### src/rtl/brx_pkg.sv
package brx_pkg;
  localparam int LEN_W = 3;

  localparam logic [7:0] OP_COND_HI = 8'h20; // upper nibble 2h
  localparam logic [7:0] OP_LONG_GO = 8'h16;
  localparam logic [7:0] OP_LONG_SUB = 8'h17;
  localparam logic [7:0] OP_SHORT_SUB = 8'h8D;

  localparam logic [LEN_W-1:0] LEN_SHORT = 3'd2;
  localparam logic [LEN_W-1:0] LEN_LONGU = 3'd3;
  localparam logic [LEN_W-1:0] LEN_LONGC = 3'd4;

  typedef struct packed {
    logic             ok;     // supported form
    logic             cond;   // taken depends on flags
    logic             force_go; // unconditionally taken
    logic             wide;   // 16-bit displacement
    logic             sub;    // subroutine form
    logic [LEN_W-1:0] len;    // instruction bytes
  } br_class_t;
endpackage

### src/rtl/brx_decode.sv
module brx_decode
  import brx_pkg::*;
(
  input  logic       prefix_long,
  input  logic [7:0] opcode,
  output br_class_t  cls
);
  logic is_cond_row;

  always_comb begin
    is_cond_row = (opcode[7:4] == OP_COND_HI[7:4]);
    cls = '0;
    if (prefix_long) begin
      if (is_cond_row) begin
        cls.ok   = 1'b1;
        cls.cond = 1'b1;
        cls.wide = 1'b1;
        cls.len  = LEN_LONGC;
      end
    end else if (is_cond_row) begin
      cls.ok   = 1'b1;
      cls.cond = 1'b1;
      cls.len  = LEN_SHORT;
    end else if (opcode == OP_LONG_GO) begin
      cls.ok       = 1'b1;
      cls.force_go = 1'b1;
      cls.wide     = 1'b1;
      cls.len      = LEN_LONGU;
    end else if (opcode == OP_LONG_SUB) begin
      cls.ok       = 1'b1;
      cls.force_go = 1'b1;
      cls.wide     = 1'b1;
      cls.sub      = 1'b1;
      cls.len      = LEN_LONGU;
    end else if (opcode == OP_SHORT_SUB) begin
      cls.ok       = 1'b1;
      cls.force_go = 1'b1;
      cls.sub      = 1'b1;
      cls.len      = LEN_SHORT;
    end
  end
endmodule

### src/rtl/brx_cond.sv
module brx_cond (
  input  logic [3:0] sel,
  input  logic       fn,
  input  logic       fz,
  input  logic       fv,
  input  logic       fc,
  output logic       pass
);
  logic [7:0] base;
  logic       sgn_lt;

  always_comb begin
    sgn_lt  = fn ^ fv;
    base[0] = 1'b1;
    base[1] = ~(fc | fz);
    base[2] = ~fc;
    base[3] = ~fz;
    base[4] = ~fv;
    base[5] = ~fn;
    base[6] = ~sgn_lt;
    base[7] = ~(fz | sgn_lt);
    // odd selector inverts the pair's even test
    pass = base[sel[3:1]] ^ sel[0];
  end
endmodule

### src/rtl/brx_target.sv
module brx_target
  import brx_pkg::*;
#(
  parameter int ADDR_W  = 16,
  parameter int SHORT_W = 8
) (
  input  logic [ADDR_W-1:0] pc,
  input  logic [ADDR_W-1:0] off,
  input  logic [LEN_W-1:0]  len,
  input  logic              wide,
  output logic [ADDR_W-1:0] fall,
  output logic [ADDR_W-1:0] dest
);
  localparam int EXT_W = ADDR_W - SHORT_W;
  localparam int PAD_W = ADDR_W - LEN_W;

  logic [ADDR_W-1:0] disp;

  generate
    if (EXT_W > 0) begin : g_ext
      assign disp = wide ? off
                         : {{EXT_W{off[SHORT_W-1]}}, off[SHORT_W-1:0]};
    end else begin : g_noext
      assign disp = off;
    end
  endgenerate

  assign fall = pc + {{PAD_W{1'b0}}, len};
  assign dest = fall + disp;
endmodule

### src/rtl/branch_resolve_unit.sv
module branch_resolve_unit
  import brx_pkg::*;
#(
  parameter int ADDR_W  = 16,
  parameter int OP_W    = 8,
  parameter int SHORT_W = 8
) (
  input  logic              clk,
  input  logic              rst,
  input  logic              in_valid,
  input  logic              prefix_long,
  input  logic [OP_W-1:0]   opcode,
  input  logic              flag_n,
  input  logic              flag_z,
  input  logic              flag_v,
  input  logic              flag_c,
  input  logic [ADDR_W-1:0] pc,
  input  logic [ADDR_W-1:0] off,
  output logic              out_valid,
  output logic              recognized,
  output logic              taken,
  output logic [ADDR_W-1:0] next_pc,
  output logic              push_ret,
  output logic [ADDR_W-1:0] ret_pc
);
  br_class_t         cls;
  logic              pass;
  logic              take_c;
  logic [ADDR_W-1:0] fall;
  logic [ADDR_W-1:0] dest;
  logic [ADDR_W-1:0] next_c;
  logic [ADDR_W-1:0] ret_c;

  brx_decode u_dec (
    .prefix_long (prefix_long),
    .opcode      (opcode[7:0]),
    .cls         (cls)
  );

  brx_cond u_cond (
    .sel  (opcode[3:0]),
    .fn   (flag_n),
    .fz   (flag_z),
    .fv   (flag_v),
    .fc   (flag_c),
    .pass (pass)
  );

  brx_target #(.ADDR_W(ADDR_W), .SHORT_W(SHORT_W)) u_tgt (
    .pc   (pc),
    .off  (off),
    .len  (cls.len),
    .wide (cls.wide),
    .fall (fall),
    .dest (dest)
  );

  always_comb begin
    take_c = cls.ok & (cls.force_go | (cls.cond & pass));
    if (!cls.ok) begin
      next_c = pc;
      ret_c  = pc;
    end else begin
      next_c = take_c ? dest : fall;
      ret_c  = fall;
    end
  end

  always_ff @(posedge clk) begin
    if (rst) begin
      out_valid  <= 1'b0;
      recognized <= 1'b0;
      taken      <= 1'b0;
      next_pc    <= '0;
      push_ret   <= 1'b0;
      ret_pc     <= '0;
    end else begin
      out_valid <= in_valid;
      if (in_valid) begin
        recognized <= cls.ok;
        taken      <= take_c;
        next_pc    <= next_c;
        push_ret   <= cls.ok & cls.sub;
        ret_pc     <= ret_c;
      end
    end
  end
endmodule

### config.mk
export PLATFORM = sky130hd
export DESIGN_NAME = branch_resolve_unit
export DESIGN_NICKNAME = d
export VERILOG_FILES = /design/src/rtl/brx_pkg.sv /design/src/rtl/brx_decode.sv /design/src/rtl/brx_cond.sv /design/src/rtl/brx_target.sv /design/src/rtl/branch_resolve_unit.sv
export SDC_FILE = /design/constraint.sdc
export NUM_CORES = 1
export LEC_CHECK = 0
export BUFFER_PORTS_ARGS = -buffer_cell sky130_fd_sc_hd__buf_2
export CAP_MARGIN = 10
export CORE_AREA = 2 2 78 80
export DETAILED_ROUTE_END_ITERATION = 8
export DIE_AREA = 0 0 80 82
export PLACE_DENSITY = 0.81
export RECOVER_POWER = 25
export SLEW_MARGIN = 15
export SYNTH_ARGS = -nofsm -noshare
export SYNTH_HDL_FRONTEND = slang
export SYNTH_SLANG_ARGS = --single-unit
### constraint.sdc
create_clock -name clk -period 15.8 [get_ports clk]
set_input_delay 3.95 -clock clk [delete_from_list [all_inputs] [get_ports clk]]
set_output_delay 3.95 -clock clk [all_outputs]
set_load 0.05 [all_outputs]
Word-level counts from Yosys, hierarchy flattened
Cells that the tools add are included.

Bits in registers: 36. Latch bits: 0. RAM bits: 0. Bits in read-only memories: 0. Memories kept: 0.

Add/sub/neg operators: 2. Multipliers: 0. Div/mod/pow operators: 0. Order comparisons: 1. Equality and inequality tests: 4. Shift operators: 0. Multiplexer cells: 26. Bitwise gates (word level): 15. Reduce and logical (&&, ||, !) cells: 0.

Operator list (number): two-way mux 16 bit (4); adder 16 bit (1); adder 16 x 3 -> 16 bit (1); equality test 8 x 5 -> 1 bit, second input constant (2); two-way mux 3 bit (5); two-way mux 1 bit (11); equality test 8 bit, second input constant (1); two-way mux 4 bit (2); inverter 1 bit (7); two-way mux 2 bit (3); equality test 4 x 2 -> 1 bit, second input constant (1); < comparator 3 x 4 -> 1 bit, second input constant (1); bitwise AND 1 bit (3); binary-select mux 1 bit (select 3 bit) (1); bitwise OR 1 bit (3); bitwise XOR 1 bit (2).

Depth between registers and ports, before layout
Gate-level depths: netlist of the first run.

Depth in word-level cells: 11. Gate-level depth with buffers: 19. Gate-level depth less buffers: 19.

Hierarchy
Synthesis of the first run repeated with hierarchy kept, for this count alone.

Cells, all modules: 355. Area, all modules: 3025.4 sq um.

Modules (own cells, without submodules): branch_resolve_unit (times used 1, cells each 174, area an instance 1652.8 sq um, seq. area each 720.7 sq um); brx_target (times used 1, cells each 156, area an instance 1161.1 sq um, seq. area each 0.0 sq um); brx_decode (times used 1, cells each 17, area an instance 143.9 sq um, seq. area each 0.0 sq um); brx_cond (times used 1, cells each 8, area an instance 67.6 sq um, seq. area each 0.0 sq um).

Worst setup path after synthesis of the first run
No wires, ideal clock.

Kind: in2reg. Start: input port opcode[4]. End: register next_pc[15]. Arrival time: 7.814 ns. Required time: 15.664 ns. Path slack: 7.850 ns. Stages: 19. Buffers on the path: 1. Cells stage by stage: or4b_1 > buf_2 > a21oi_1 > ha_1 > a21o_1 > a21oi_2 > nor2_1 > nand3_1 > xnor2_1 > ha_1 > and2_1 > o21ai_0 > o311ai_2 > a31oi_1 > nand2b_1 > o41ai_1 > nor4_1 > xor2_1 > a211oi_2.

Word-level cells in the longest chain between the ends: 10.

RTL lines: start: declaration (line branch_resolve_unit.sv:12) `input logic [OP_W-1:0] opcode,`; equality test 8 bit (line brx_decode.sv:35) `end else if (opcode == OP_SHORT_SUB) begin`; two-way mux 4 bit or two-way mux 1 bit (tied branches) (line brx_decode.sv:35); two-way mux 4 bit or two-way mux 1 bit (tied branches) (line brx_decode.sv:29) `end else if (opcode == OP_LONG_SUB) begin`; two-way mux 3 bit or two-way mux 2 bit (tied branches) (line brx_decode.sv:24) `end else if (opcode == OP_LONG_GO) begin`; two-way mux 3 bit (line brx_decode.sv:20) `end else if (is_cond_row) begin`; two-way mux 3 bit or two-way mux 1 bit (tied branches) (line brx_decode.sv:13) `if (prefix_long) begin`; adder 16 x 3 -> 16 bit or bitwise OR 1 bit (tied branches) (line brx_target.sv:28, branch_resolve_unit.sv:59); adder 16 bit or bitwise AND 1 bit (tied branches) (line brx_target.sv:29, branch_resolve_unit.sv:59); two-way mux 16 bit (line branch_resolve_unit.sv:64) `next_c = take_c ? dest : fall;`; two-way mux 16 bit * (line branch_resolve_unit.sv:60) `if (!cls.ok) begin`; end signal: assignment (line branch_resolve_unit.sv:82) `next_pc <= next_c;`; end: declaration (line branch_resolve_unit.sv:22) `output logic [ADDR_W-1:0] next_pc,`.

Every way passes the cells marked *; elsewhere a longest branch is shown, timed or not. A chain may end at the register's enable or synchronous reset.

Final worst setup path of the first run
Same ends and word-level chain as after synthesis.

==> implementation parameters, run 1 <==
Parameter                              Value

Synthesis
  Sequential element share of the synthesized area    0.238
  Combined area of all synthesized cells    3020 sq um
  Flip-flop and latch count after synthesis    36
  Cells after Synth    395
  Proportion of netlist area held by the largest area contributor    0.238
  Library cell occupying the most area in the post-synthesis netlist    sky130_fd_sc_hd__dfxtp_1
  Share of flip-flops with an asynchronous set or reset after synthesis    0
  Top_reg_cell synth    sky130_fd_sc_hd__dfxtp_1
  Syn. warnings    0
  Biggest area contributors in the synthesized netlist    sky130_fd_sc_hd__dfxtp_1 (24%), sky130_fd_sc_hd__ha_1 (7.4%), sky130_fd_sc_hd__xor2_1 (5.8%)
  Count of flip-flops with a built-in enable after synthesis    0
  Post-synth net total    around 460
  Synth unique cells    a little under 60
  Mean area per synthesized cell    approximately 7.7 sq um

Critical path
  Arrival time at the worst endpoint    around 8.5 ns
  Largest stage delay on the critical path    roughly 0.65 ns
  Type of destination of the critical path    flip-flop
  Crit path buf inv count    1
  Top fanout value on the critical path    10
  Setup slack on the worst flop-to-flop path    around 15 ns
  Path depth of the worst reg2reg path    2
  Kind of critical path    in -> reg
  Family with the most delay on the worst path    compound AO/OA/AOI/OAI gates
  Type of origin of the critical path    primary input
  Startpoint of the lowest-slack register-to-register path    ret_pc[9]
  Required time reported for the critical path endpoint    between 15 and 20 ns
  Slowest library cell on the worst path    sky130_fd_sc_hd__or4b_1
  Cell-by-cell listing of the critical path    buf_2 > or4b_1 > a21oi_1 > ha_1 > a21o_1 > a21oi_2 > nor2_1 > nand3_1 > xnor2_1 > ha_1 > and2_1 > o21ai_0 > o311ai_2 > a31oi_1 > nand2b_1 > o41ai_1 > nor4_1 > xor2_1 > a211oi_2
  Worst r2r dst    ret_pc[9]
  Dominant cell type by count on the critical path    sky130_fd_sc_hd__ha_1

Power and ir drop
  Fraction of power consumed by the clock network    0.296
  Part of the power in combinational logic    0.347
  Sequential Power Share    0.357
  Switching power summed over all nets    a little over 0.1 mW
  Pint    roughly 0.18 mW
  Power per standard cell area    between 70 and 80 nW/um^2
  Sw Ratio    0.370
  P_leak    1.54 nW
  Peak ir drop on the vdd network    0.0426 mV

Place
  Input/output buffers    just over 80
  GP Congestion    ~0.9
  Place WS    between 7 and 8 ns
  Area after DPL    approximately 3400 sq um
  Placed wire-length estimate    roughly 5800 microns

Final layout
  Inserted Diodes    0
  Area delta synth->final    16.9%
  Multi-input logic area    roughly 2200 sq um
  Final design area excluding fillers    roughly 3500 sq um
  Area of all sequential standard cells    approximately 700 sq um
  Number of nets in the finished design    530
  Fraction of final layout cells sized beyond drive strength 1    0.199
  Layout fillers    around 550
  Core occupancy in the finished layout    0.615

Min path
  Worst min-delay path category    reg -> reg
  Critical hold path startpoint    push_ret
  Hold path depth    2
  Endpoint with the worst hold slack    push_ret

Timing
  Final worst setup slack    7.39 ns
  Final Hold Vio Count    0
  Count of final setup violators    0
  Final Cycle Share    0.532
  Fin Hold WS    roughly 0.47 ns
  Post-Route Skew    0 ns
  Summed negative setup slack over all endpoints    0 ns
  Tmin final    approximately 8.4 ns
  Slew Limit Fails    about 70
  Worst slew margin relative to its limit    -0.882
  RSZ-0062 raised after global routing    no
  Least-Margin Pin Slew    roughly 2.8 ns
  Achievable clock frequency    0.119 GHz

Run status
  Failing checks    capacitance limit, slew limit
  Result of the run    finished, violations left

Clock tree
  Clock-pin slew of the registers on the worst-case setup and hold paths    0.07 ns
  Root cell of the clock tree    sky130_fd_sc_hd__clkbuf_8
  # clock sinks    36
  Hold buffers post-CTS    0
  Clock tree from TritonCTS    yes
  H-tree depth reported by CTS    2
  Clock Latency Late Sink    just under 0.3 ns
  Max Buffers Root-to-Sink    2
  Number of buffers inserted by post-CTS setup repair    0
  Total CTS buffers    5
  PostCTS Resize Cnt    0

Flow run
  Number of max-capacitance violations reported    1

GRT
  Global router's overall resource usage    0.247
  Vias in the first global route    between 2000 and 3000
  Global-route wire length before repair    12900 microns
  Initial antenna violation count    0
  Largest net degree at the start of global routing    71
  Final global-route overflow total    0

Floorplan
  Height of the chip    between 80 and 90 microns
  Die extent in x    80 microns
  Initial cell density of the core    0.526
  Placeable core region    roughly 5700 sq um
  Row count    28
  Die ar.    6560 sq um
  Total I/O pin count    84

Detailed routing
  Number of iterations in the first detailed-routing pass    4
  Detail-routed via count per cell    just under 6
  Vias after detailed routing    about 3100
  Drc violations    0
  Final ANT Viol Nets    0
  Initial DRC Count    178
  DR WL/cell    around 15 microns
  Total wire length after detailed routing    a little under 8000 microns
-- final cells by class --
| cell class | instances | share of cell area |
|---|---|---|
| well taps | 75 | 0.0265 |
| clock buffers | 5 | 0.0195 |
| inverters | 13 | 0.0138 |
| repair buffers | 85 | 0.115 |
| multi-input cells | 321 | 0.609 |
| flip-flops and latches | 36 | 0.204 |
| clock inverters | 3 | 0.0120 |
-- placed cells by master, fill, tap and decap left out, types with 3 or more instances in the layout --
master / n
sky130_fd_sc_hd__a211oi_1: 14
sky130_fd_sc_hd__a21o_1: 7
sky130_fd_sc_hd__a21oi_1: 21
sky130_fd_sc_hd__a221oi_1: 10
sky130_fd_sc_hd__a22oi_1: 3
sky130_fd_sc_hd__a311oi_1: 9
sky130_fd_sc_hd__a31oi_1: 6
sky130_fd_sc_hd__and2_1: 3
sky130_fd_sc_hd__and3_1: 5
sky130_fd_sc_hd__buf_2: 67
sky130_fd_sc_hd__clkbuf_1: 17
sky130_fd_sc_hd__clkbuf_8: 5
sky130_fd_sc_hd__dfxtp_1: 36
sky130_fd_sc_hd__ha_1: 18
sky130_fd_sc_hd__inv_1: 13
sky130_fd_sc_hd__nand2_1: 46
sky130_fd_sc_hd__nand2b_1: 7
sky130_fd_sc_hd__nand3_1: 6
sky130_fd_sc_hd__nor2_1: 44
sky130_fd_sc_hd__nor3_1: 17
sky130_fd_sc_hd__nor4_1: 3
sky130_fd_sc_hd__o21a_1: 3
sky130_fd_sc_hd__o21ai_0: 14
sky130_fd_sc_hd__o21ai_1: 5
sky130_fd_sc_hd__or3_1: 5
sky130_fd_sc_hd__xnor2_1: 14
sky130_fd_sc_hd__xor2_1: 20
-- worst min-delay path: stages (launching register included) --
cell,delay [ns]
sky130_fd_sc_hd__dfxtp_1,0.32
sky130_fd_sc_hd__nand2b_1,0.06
sky130_fd_sc_hd__a21oi_1,0.05
-- worst max path at each step --
stage / slack, ns / end / startpoint / depth (start not counted)
finish: 7.39 / next_pc[15] / opcode[4] / 19
global route: 6.97 / next_pc[15] / opcode[4] / 19
CTS: 7.52 / next_pc[15] / opcode[4] / 19
detailed placement: 7.22 / next_pc[15] / opcode[4] / 19
global placement: 7.41 / next_pc[15] / opcode[4] / 19
floorplan: 7.85 / next_pc[15] / opcode[4] / 19
-- synth_stat cells, drive strengths merged (9+ instances only) --
cell type	n
a211oi	15
a21oi	23
a221oi	10
a311oi	9
buf	9
clkbuf	16
dfxtp	36
ha	18
inv	13
nand2	46
nor2	45
nor3	17
o21ai	20
xnor2	14
xor2	21
-- per-layer routing --
| metal | share of wire | vias to the layer above | global-route usage |
|---|---|---|---|
| li1 | - | 1574 | - |
| met3 | 0.079 | 16 | 0.0374 |
| met2 | 0.43 | 131 | 0.386 |
| met4 | 0.021 | 0 | 0.0847 |
| met5 | 0 | - | 0 |
| met1 | 0.47 | 1406 | 0.346 |
-- through the flow --
stage	power [mW]	cells
final	0.280	538
after global routing	0.297	538
after CTS	0.282	538
after detailed placement	0.198	530
after global placement	0.196	530
after floorplan	0.175	395
-- state kept, by name (all words and copies together) (netlist names) --
register,cells
push_ret,1
out_valid,1
ret_pc,16
recognized,1
taken,1
next_pc,16
-- power groups by stage --
stage | logic [mW] | clock network, mW | registers (mW)
6_report | 0.0973 | 0.0831 | 0.100
5_1_grt | 0.107 | 0.0895 | 0.101
3_3_place_gp | 0.0947 | 0 | 0.102
2_1_floorplan | 0.0510 | 0 | 0.124
4_1_cts | 0.0970 | 0.0855 | 0.0999
3_5_place_dp | 0.0965 | 0 | 0.102
-- logic make-up (layout without fill, tap and decap cells) --
group,count (synthesis),count (layout),synth area share
flip-flops,36,36,0.238
multiplexers,2,2,0.00662
AO/OA/AOI/OAI,110,110,0.261
AND/OR/NAND/NOR,154,154,0.252
XOR/XNOR,35,35,0.104
buffers and inverters,38,106,0.0505
adder cells (fa/ha/maj),20,20,0.0877
(Power assumes the default switching activity.)
==> inputs of run 2 (changes only) <==
Settings changed: CORE_AREA 2 2 78 80 to 2 2 83 85, DIE_AREA 0 0 80 82 to 0 0 85 87, PLACE_DENSITY 0.81 to 0.75.
Clock period 15.8 ns to 6.86 ns, I/O delays scaled along.
==> run 2 against run 1 <==
Net effect:
- the flow still finishes with violations (capacitance limit, slew limit)
- setup slack worse by 6.5 ns
- clock power up 96%
- final cell count rose by 1.3%
- register-to-register slack lost 8.9 ns
- routed wire length rose by 1.2%
- clock skew is the same
- critical endpoint unchanged
- highest routed layer unchanged
==> implementation parameters, run 2 (synthesis results as in run 1) <==
Parameter                              Value

Power and ir drop
  P_leak    1.54 nW (about the same)
  Power per standard cell area    175 nW/um^2 (was 79.3 nW/um^2)
  Total Power    0.618 mW (was 0.280 mW)
  Peak ir drop on the vdd network    0.112 mV (was 0.0426 mV)

Detailed routing
  Total wire length after detailed routing    8010 microns (was 7910 microns)
  Detail-routed via count per cell    5.60 (was 5.81)
  Final ANT Viol Nets    0 (unchanged)
  DR WL/cell    14.7 microns (about the same)
  Vias after detailed routing    3051 (was 3127)
  Number of iterations in the first detailed-routing pass    4 (unchanged)
  Drc violations    0 (unchanged)
  Initial DRC Count    266 (was 178)

Min path
  Worst min-delay path category    reg -> reg (unchanged)
  Critical hold path startpoint    push_ret (unchanged)
  Endpoint with the worst hold slack    push_ret (unchanged)
  Hold path depth    2 (unchanged)

Final layout
  Core occupancy in the finished layout    0.538 (was 0.615)
  Most common cell after layout, fill and taps aside    sky130_fd_sc_hd__buf_2 (unchanged)
  Fraction of final layout cells sized beyond drive strength 1    0.198 (was 0.199)
  Area delta synth->final    16.8% (was 16.9%)
  Number of nets in the finished design    532 (was 530)
  Top library cells by usage in the layout, fill and taps aside    sky130_fd_sc_hd__buf_2 (66), sky130_fd_sc_hd__nand2_1 (46), sky130_fd_sc_hd__nor2_1 (45) (was sky130_fd_sc_hd__buf_2 (67), sky130_fd_sc_hd__nand2_1 (46), sky130_fd_sc_hd__nor2_1 (44))
  Inserted Diodes    0 (unchanged)
  Layout fillers    666 (was 553)
  Largest regs    next_pc x16, ret_pc x16 (unchanged)

GRT
  GRT busiest layer    met2 (unchanged)
  Routing usage on met1    0.299 (was 0.346)
  M2 GR Usage    0.359 (was 0.386)
  Initial antenna violation count    0 (unchanged)
  Largest net degree at the start of global routing    44 (was 71)
  Vias in the first global route    2758 (was 2756)
  Met3 track utilization from global routing    0.0313 (was 0.0374)
  Global router's overall resource usage    0.217 (was 0.247)
  Global-route wire length before repair    13200 microns (was 12900 microns)
  Final global-route overflow total    0 (unchanged)

Timing
  Summed negative setup slack over all endpoints    0 ns (unchanged)
  Least-Margin Pin Slew    1.76 ns (was 2.82 ns)
  Achievable clock frequency    between 0.15 and 0.2 GHz
  Final Cycle Share    0.877
  Worst slew margin relative to its limit    -0.171 (was -0.882)
  Final worst setup slack    0.843 ns (was 7.39 ns)
  RSZ-0062 raised after global routing    no (unchanged)
  Tmin final    ~6.0 ns
  Final Hold Vio Count    0 (unchanged)
  Slew Limit Fails    44 (was 71)
  Post-Route Skew    0 ns (unchanged)
  Fin Hold WS    0.473 ns (was 0.475 ns)
  Count of final setup violators    0 (unchanged)

Clock tree
  H-tree depth reported by CTS    2 (unchanged)
  Clock tree from TritonCTS    yes (unchanged)
  Max Buffers Root-to-Sink    2 (unchanged)
  PostCTS Resize Cnt    0 (unchanged)
  Clock-pin slew of the registers on the worst-case setup and hold paths    0.08 ns (was 0.07 ns)
  Hold buffers post-CTS    0 (unchanged)
  Root cell of the clock tree    sky130_fd_sc_hd__clkbuf_8 (unchanged)
  Number of buffers inserted by post-CTS setup repair    0 (unchanged)
  # clock sinks    36 (unchanged)
  Clock Latency Late Sink    0.29 ns (about the same)
  Total CTS buffers    5 (unchanged)

Run status
  Result of the run    finished, violations left (unchanged)
  Failing checks    capacitance limit, slew limit (unchanged)

Floorplan
  Die ar.    7400 sq um (was 6560 sq um)
  Die extent in x    85 microns (was 80 microns)
  Initial cell density of the core    0.460 (was 0.526)
  Row count    30 (was 28)
  Total I/O pin count    84 (unchanged)
  Height of the chip    87 microns (was 82 microns)
  Placeable core region    6570 sq um (was 5750 sq um)

Critical path
  Arrival time at the worst endpoint    6.17 ns (was 8.47 ns)
  Type of destination of the critical path    flip-flop (unchanged)
  Setup slack on the worst flop-to-flop path    6.06 ns (was 14.93 ns)
  Top fanout value on the critical path    10 (unchanged)
  Worst r2r dst    ret_pc[7] (was ret_pc[9])
  Startpoint of the lowest-slack register-to-register path    ret_pc[7] (was ret_pc[9])
  Required time reported for the critical path endpoint    7.01 ns (was 15.86 ns)
  Path depth of the worst reg2reg path    2 (unchanged)
  Kind of critical path    in -> reg (unchanged)
  Type of origin of the critical path    primary input (unchanged)

Place
  Input/output buffers    83 (unchanged)
  GP Congestion    0.868 (was 0.899)
  Placed wire-length estimate    6100 microns (was 5790 microns)
  Place WS    0.653 ns (was 7.22 ns)

Flow run
  Number of max-capacitance violations reported    1 (unchanged)
==> run 2: cell count changes in the layout (fill, tap and decap cells not counted), sizes merged <==
| cell | previous run | this run |
|---|---|---|
| clkbuf | 22 | 24 |
| buf | 68 | 69 |
| bufinv | 1 | 0 |
| clkinv | 1 | 2 |
| clkinvlp | 1 | 0 |
==> run 2: layout make-up <==
cell class / instances / area, sq um / area share
multi-input combinational: 321 / 2150 / 0.609
sequential: 36 / 721 / 0.204
timing repair buffer: 87 / 420 / 0.119
tap: 80 / 100 / 0.0283
clock buffer: 6 / 82.6 / 0.0234
inverter: 13 / 48.8 / 0.0138
clock inverter: 2 / 10.0 / 0.00283
==> run 2: how the worst max path moves through the flow <==
stage / endpoint / startpoint / slack, ns
floorplan: next_pc[15] / opcode[4] / 1.15
global placement: next_pc[15] / opcode[4] / 0.83
detailed placement: next_pc[15] / opcode[4] / 0.65
CTS: next_pc[15] / opcode[4] / 0.89
global route: next_pc[15] / opcode[4] / 0.43
finish: next_pc[15] / opcode[4] / 0.84
==> run 2: per-layer routing <==
| layer | vias up | routed length (microns) |
|---|---|---|
| met5 | - | 0 |
| met4 | 0 | 89 |
| met3 | 7 | 488 |
| met2 | 92 | 3660 |
| met1 | 1374 | 3770 |
| li1 | 1578 | - |
==> run 2: report_power, final <==
group          internal [mW]  total [mW]  switching (mW)
Sequential             0.223       0.230         0.00683
Clock                 0.0803       0.163          0.0831
Combinational         0.0752       0.224           0.149
==> run 2: through the flow <==
step	instance area, sq um	std cells
after global placement	3470	537
after CTS	3560	545
after detailed placement	3470	537
after floorplan	3020	395
after global routing	3530	545
final	3530	545
==> run 2: critical path, stage by stage <==
cell and delay [ns]:
sky130_fd_sc_hd__buf_2 0.12, sky130_fd_sc_hd__or4b_1 0.63, sky130_fd_sc_hd__a21oi_1 0.29, sky130_fd_sc_hd__ha_1 0.21, sky130_fd_sc_hd__a21o_1 0.10, sky130_fd_sc_hd__a21oi_2 0.06
sky130_fd_sc_hd__buf_4 0.17, sky130_fd_sc_hd__nor2_1 0.25, sky130_fd_sc_hd__nand3_1 0.20, sky130_fd_sc_hd__xnor2_1 0.26, sky130_fd_sc_hd__ha_1 0.33, sky130_fd_sc_hd__and2_1 0.18
sky130_fd_sc_hd__o21ai_0 0.20, sky130_fd_sc_hd__o311ai_2 0.18, sky130_fd_sc_hd__a31oi_1 0.41, sky130_fd_sc_hd__nand2b_1 0.17, sky130_fd_sc_hd__o41ai_1 0.07, sky130_fd_sc_hd__nor4_1 0.34
sky130_fd_sc_hd__xor2_1 0.20, sky130_fd_sc_hd__a211oi_2 0.08
